--- src/rtl/edge_irq_capture.sv ---
module edge_irq_capture #(
  parameter int PORTS = 3,
  parameter int PW    = 8,
  localparam int NL   = PORTS * PW,
  localparam int SW   = (PORTS > 1) ? $clog2(PORTS) : 1
) (
  input  logic          clk,
  input  logic          rst_n,
  input  logic [NL-1:0] line_in,
  input  logic [NL-1:0] pol,
  input  logic [NL-1:0] en,
  input  logic          clr_we,
  input  logic [SW-1:0] clr_sel,
  input  logic [PW-1:0] clr_data,
  output logic [NL-1:0] id_q,
  output logic [PORTS-1:0] pend,
  output logic          irq
);

  logic [NL-1:0] s1, s2, hist, rise, fall, evt, keep;
  logic [2:0]    arm;

  always_ff @(posedge clk or negedge rst_n) begin
    if (!rst_n) begin
      s1   <= '0;
      s2   <= '0;
      hist <= '0;
      arm  <= '0;
    end else begin
      s1   <= line_in;
      s2   <= s1;
      hist <= s2;
      arm  <= {arm[1:0], 1'b1};
    end
  end

  assign rise = s2 & ~hist;
  assign fall = ~s2 & hist;
  assign evt  = arm[2] ? (en & ((pol & rise) | (~pol & fall))) : '0;

  for (genvar p = 0; p < PORTS; p++) begin : g_port
    assign keep[p*PW +: PW] = (clr_we && clr_sel == SW'(p)) ? clr_data : '1;
    assign pend[p] = |id_q[p*PW +: PW];
  end

  always_ff @(posedge clk or negedge rst_n) begin
    if (!rst_n) id_q <= '0;
    else        id_q <= (id_q & keep) | evt;
  end

  assign irq = |pend;


  irq_match_chk: assert property (@(posedge clk) disable iff (!rst_n)
    irq == (id_q != '0));


  warmup_quiet_chk: assert property (@(posedge clk) disable iff (!rst_n)
    !arm[2] |-> id_q == '0);

  for (genvar i = 0; i < NL; i++) begin : g_bit

    enable_gate_chk: assert property (@(posedge clk) disable iff (!rst_n)
      $rose(id_q[i]) |-> $past(en[i]));


    sticky_hold_chk: assert property (@(posedge clk) disable iff (!rst_n)
      (id_q[i] && !(clr_we && clr_sel == SW'(i / PW) && !clr_data[i % PW])) |=> id_q[i]);


    clear_bit_chk: assert property (@(posedge clk) disable iff (!rst_n)
      (clr_we && clr_sel == SW'(i / PW) && !clr_data[i % PW] && !evt[i]) |=> !id_q[i]);


    edge_wins_chk: assert property (@(posedge clk) disable iff (!rst_n)
      evt[i] |=> id_q[i]);
  end

endmodule

--- config.mk ---
export PLATFORM = sky130hd
export DESIGN_NAME = edge_irq_capture
export DESIGN_NICKNAME = d
export VERILOG_FILES = /design/src/rtl/edge_irq_capture.sv
export SDC_FILE = /design/constraint.sdc
export NUM_CORES = 1
export LEC_CHECK = 0
export CORE_UTILIZATION = 55
export CTS_CLUSTER_DIAMETER = 200
export CTS_CLUSTER_SIZE = 12
export DETAILED_ROUTE_END_ITERATION = 7
export DONT_BUFFER_PORTS = 1
export GPL_TIMING_DRIVEN = 0
export PLACE_DENSITY = 0.7
export SYNTH_ARGS = -nofsm -noshare
export SYNTH_HDL_FRONTEND = slang
export SYNTH_SLANG_ARGS = --single-unit
--- constraint.sdc ---
create_clock -name clk -period 2.4 [get_ports clk]
set_input_delay 0.12 -clock clk [delete_from_list [all_inputs] [get_ports clk]]
set_output_delay 0.12 -clock clk [all_outputs]
set_load 0.1 [all_outputs]
After elaboration in Yosys (flattened, before gate mapping)
Index checks and enable logic that the tools add are counted.
{"block": "word_totals", "wordCells": 30, "in_bits": 85, "reg_bits": 99}
{"block": "classes", "muxes": 4, "reduce_logical": 8, "n_bitwise": 11, "eq_ne": 2}
{"operator": "24-bit AND", "n": 6}
{"operator": "24-bit inverter", "n": 3}
{"operator": "24-bit OR", "n": 2}
{"operator": "24-bit two-way mux", "n": 1}
{"operator": "8-bit two-way mux", "n": 3}
{"operator": "24-bit OR reduction", "n": 1}
{"operator": "8-bit OR reduction", "n": 3}
{"operator": "1-bit logical AND", "n": 3}
{"operator": "2-bit by 1-bit == test with 1-bit output (second input constant)", "n": 1}
{"operator": "2-bit == test (second input constant)", "n": 1}
{"operator": "2-bit zero test", "n": 1}

Logic depth before layout (Yosys ltp)
{"block": "logic_depth", "ltp_word": 7, "ltp_mapped": 4}

Worst setup path after synthesis
OpenSTA, ideal clock, no wires.
{"block": "synth_timing", "path_kind": "flip-flop to output port", "from": "reg id_q[9]", "to": "out irq", "required_ps": 2280, "path_stages_with_launch": 4, "t_arrival_ps": 2682, "setup_slack_ps": -402, "path_cell_list": "dfrtp_1 -> nor4_1 -> nand2_1 -> or3_1"}
{"block": "synth_between", "elab_chain_cells": 1}
{"element": "start: declaration", "line": "15", "source": "output logic [NL-1:0] id_q,"}
{"element": "start signal: assignment", "line": "48", "source": "else id_q <= (id_q & keep) | evt;"}
{"element": "24-bit OR reduction", "line": "51", "source": "assign irq = |pend;"}
{"element": "end: declaration", "line": "17", "source": "output logic irq"}
No other way between the ends.

Final worst setup path
{"block": "layout_timing", "from": "reg id_q[4]", "to": "out irq"}
The elaborated chain is that of the path after synthesis.

==> summary.md <==
| Metric | Value |
|---|---|
| Largest cells by area after synthesis | dfrtp_1 (74%), o21ai_0 (7.2%), and3b_1 (6.1%), a21oi_1 (3.6%), nand2_1 (3.0%) |
| Clock tree sinks | 99 |
| Initial Util | 0.586 |
| CTS hold repair buffers | 70 |
| Final instance area | 4440 um2 |
| Post-route ant nets | 0 |
| GRT overflow | 0 |
| Yosys top cell area share | 0.745 |
| Min cycle time layout | 2.37 ns |
| Setup CP Type | register to output pin |
| Max cap viols | 0 |
| Pins Over Slew Limit | 0 |
| Initial antenna violation count | 0 |
| Core Footprint | 5680 um2 |
| Root Driver | clkbuf_8 |
| Tot Pwr | 3.97 mW |
| Vias in the first global route | 2,490 |
| Synth cell types | 14 |
| Fin Hold WS | -0.541 ns |
| Num CTS Buffers | 9 |
| DIE HEIGHT | 79.8 um |
| #FFs+latches synth | 99 |
| Violated checks | negative hold slack |
| DRT Pass-1 Iters | 4 |
| Share of cells above drive strength 1 | 0.151 |
| # Post-CTS Setup Buffers | 0 |
| ANT cells | 0 |
| Vias per Instance | 5.58 |
| Total Wirelength | 7820 um |
| Fmax | 0.421 GHz |
| Req. time, crit path | 2.28 ns |
| Post-synth top area cell | dfrtp_1 |
| Syn_nets | 345 |
| Clk buf depth | 2 |
| Worst-Margin Slew | 0.564 ns |
| Filler cells | 358 |
| Status | finished, violations left |
| I/O pin count | 113 |
| YS warnings | 0 |
| Port Buf Inserts | 0 |
| Arrival time worst endpoint | 2.25 ns |
| Placement Cell Area | 3430 um2 |
| DR vias | 2,327 |
| Multi-input gate area | 943 um2 |
| Chip width | 79.8 um |
| Hold Vio Cnt, Final | 99 |
| Die Area | 6360 um2 |
| GPL Wtd Cong | 0.796 |
| DR WL/cell | 18.7 um |
| Syn_area_per_cell | 12.8 um2 |
| Tcrit/Tclk final | 0.990 |
| Global-route wire length before repair | 11,800 um |
| Initial drt markers | 130 |
| Layout Cells excl Fill | 417 |
| Finished Core Util | 0.783 |
| Total GRT Usage | 0.262 |
| Critical path capture point type | output pin |
| Post-DP HPWL | 4800 um |
| Worst skew pair latency | 0.35 ns |
| Register area | 2530 um2 |
| Skew final | 0.00766 ns |
| Nets@finish | 426 |
| Area grow syn2layout | 33.6% |
| Htree depth | 3 |
| CTS tree | done |
| Critical Path Start Type | register |
| Peak VDD IR | 0.552 mV |
| Sequential share of the synthesized area | 0.745 |
| CP Max Fanout | 3 |
| Mapped Cells | 260 |
| # DRC | 0 |
| PwrDens | 894 nW/um2 |
| Row cnt | 27 |
| Clock transition at path regs | 0.09 ns |
| Mapped Area | 3330 um2 |
| Cell leakage power | 1.93 nW |
| Worst min-delay path category | input port to asynchronous set/reset pin |
| Final setup fails | 0 |
| Largest net degree at the start of global routing | 100 |
| Post-Place Cells | 332 |
| Max-slew headroom | 0.624 |
| RSZ-0062 raised after global routing | yes |
synthesized netlist by cell type:
cell type,n
dfrtp_1,99
o21ai_0,48
nand2_1,27
a21oi_1,24
and3b_1,23
nor2_1,23
nor4_1,6
buf_2,3
nand3b_1,2
conb_1,1
nor2b_1,1
nor3b_1,1
or3_1,1
or3b_1,1
power by group:
group	leakage, nW	switching (mW)	internal, mW
logic	0.716	0.134	0.237
registers	1.13	0.840	1.84
clock network	0.0839	0.527	0.394
total	1.93	1.50	2.47
sequential cells by signal, indices dropped and copies added (netlist names):
register	count
arm	3
s1	24
hist	24
s2	24
id_q	24
final timing paths:
path / start / end / slack, ns / cells past startpoint
setup / recovery: id_q[4] / irq / 0.03 / 3
hold / removal: rst_n / s2[12] / -0.54 / 0
setup reg to reg: arm[2] / id_q[5] / 0.72 / 4
hold reg to reg: s1[23] / s2[23] / 0.35 / 0
max in group asynchronous: rst_n / id_q[13] / 2.78 / 0
min in group clk: pol[17] / id_q[17] / 0.05 / 3
per-layer routing:
layer | vias to the layer above | global-route usage | wire [um]
met5 | - | 0 | 0
met4 | 0 | 0.113 | 124
met3 | 15 | 0.0857 | 787
met2 | 102 | 0.463 | 4030
met1 | 1140 | 0.288 | 2870
li1 | 1070 | - | -
kinds of logic after synthesis:
| group | synth area share |
|---|---|
| buffers and inverters | 0.00451 |
| other | 0.00113 |
| flip-flops | 0.745 |
| AO/OA/AOI/OAI | 0.108 |
| AND/OR/NAND/NOR | 0.141 |
area by class of cell:
cell class	count	area share
repair buffers	70	0.158
clock buffers	10	0.0310
flip-flops and latches	99	0.569
plain buffers	3	0.00338
multi-input cells	158	0.212
clock inverters	5	0.00676
well taps	72	0.0203
what timing repair did:
action / in CTS / in global routing
pin swaps: 2 / 1
endpoints found under the hold margin: 147 / 99
gates resized for setup: 45 / 1
setup endpoints to repair: 2 / 1
gates cloned: 0 / 0
per-stage QoR:
stage	hold WS, ns	setup WS, ns	setup TNS, ns
6_report	-0.541	0.0251	0
5_1_grt	-0.563	-0.0286	-0.0286
4_1_cts	-0.554	0.00171	0
3_5_place_dp	-0.174	-0.294	-0.294
3_3_place_gp	-0.174	-0.299	-0.299
2_1_floorplan	-0.176	0.0554	0
critical path: stages (launching register included):
cell and delay, ns:
dfrtp_2 0.63, nor4_4 0.42, nand2_4 0.26, or3_4 0.59
layout by cell type (no fill, tap or decap), types with 2 or more instances in the layout:
| master | netlist | routed |
|---|---|---|
| o21ai_0 | 48 | 48 |
| nor4_4 | 0 | 5 |
| dfrtp_2 | 0 | 16 |
| dfrtp_4 | 0 | 8 |
| nand2_1 | 27 | 24 |
| buf_2 | 3 | 3 |
| clkinv_2 | 0 | 3 |
| nand3b_1 | 2 | 2 |
| clkbuf_8 | 0 | 10 |
| a21oi_1 | 24 | 24 |
| nor2_1 | 23 | 23 |
| nand2_4 | 0 | 3 |
| dlygate4sd3_1 | 0 | 70 |
| dfrtp_1 | 99 | 75 |
| clkinvlp_4 | 0 | 2 |
| and3b_1 | 23 | 23 |
Power figures use the tool's default switching activity.
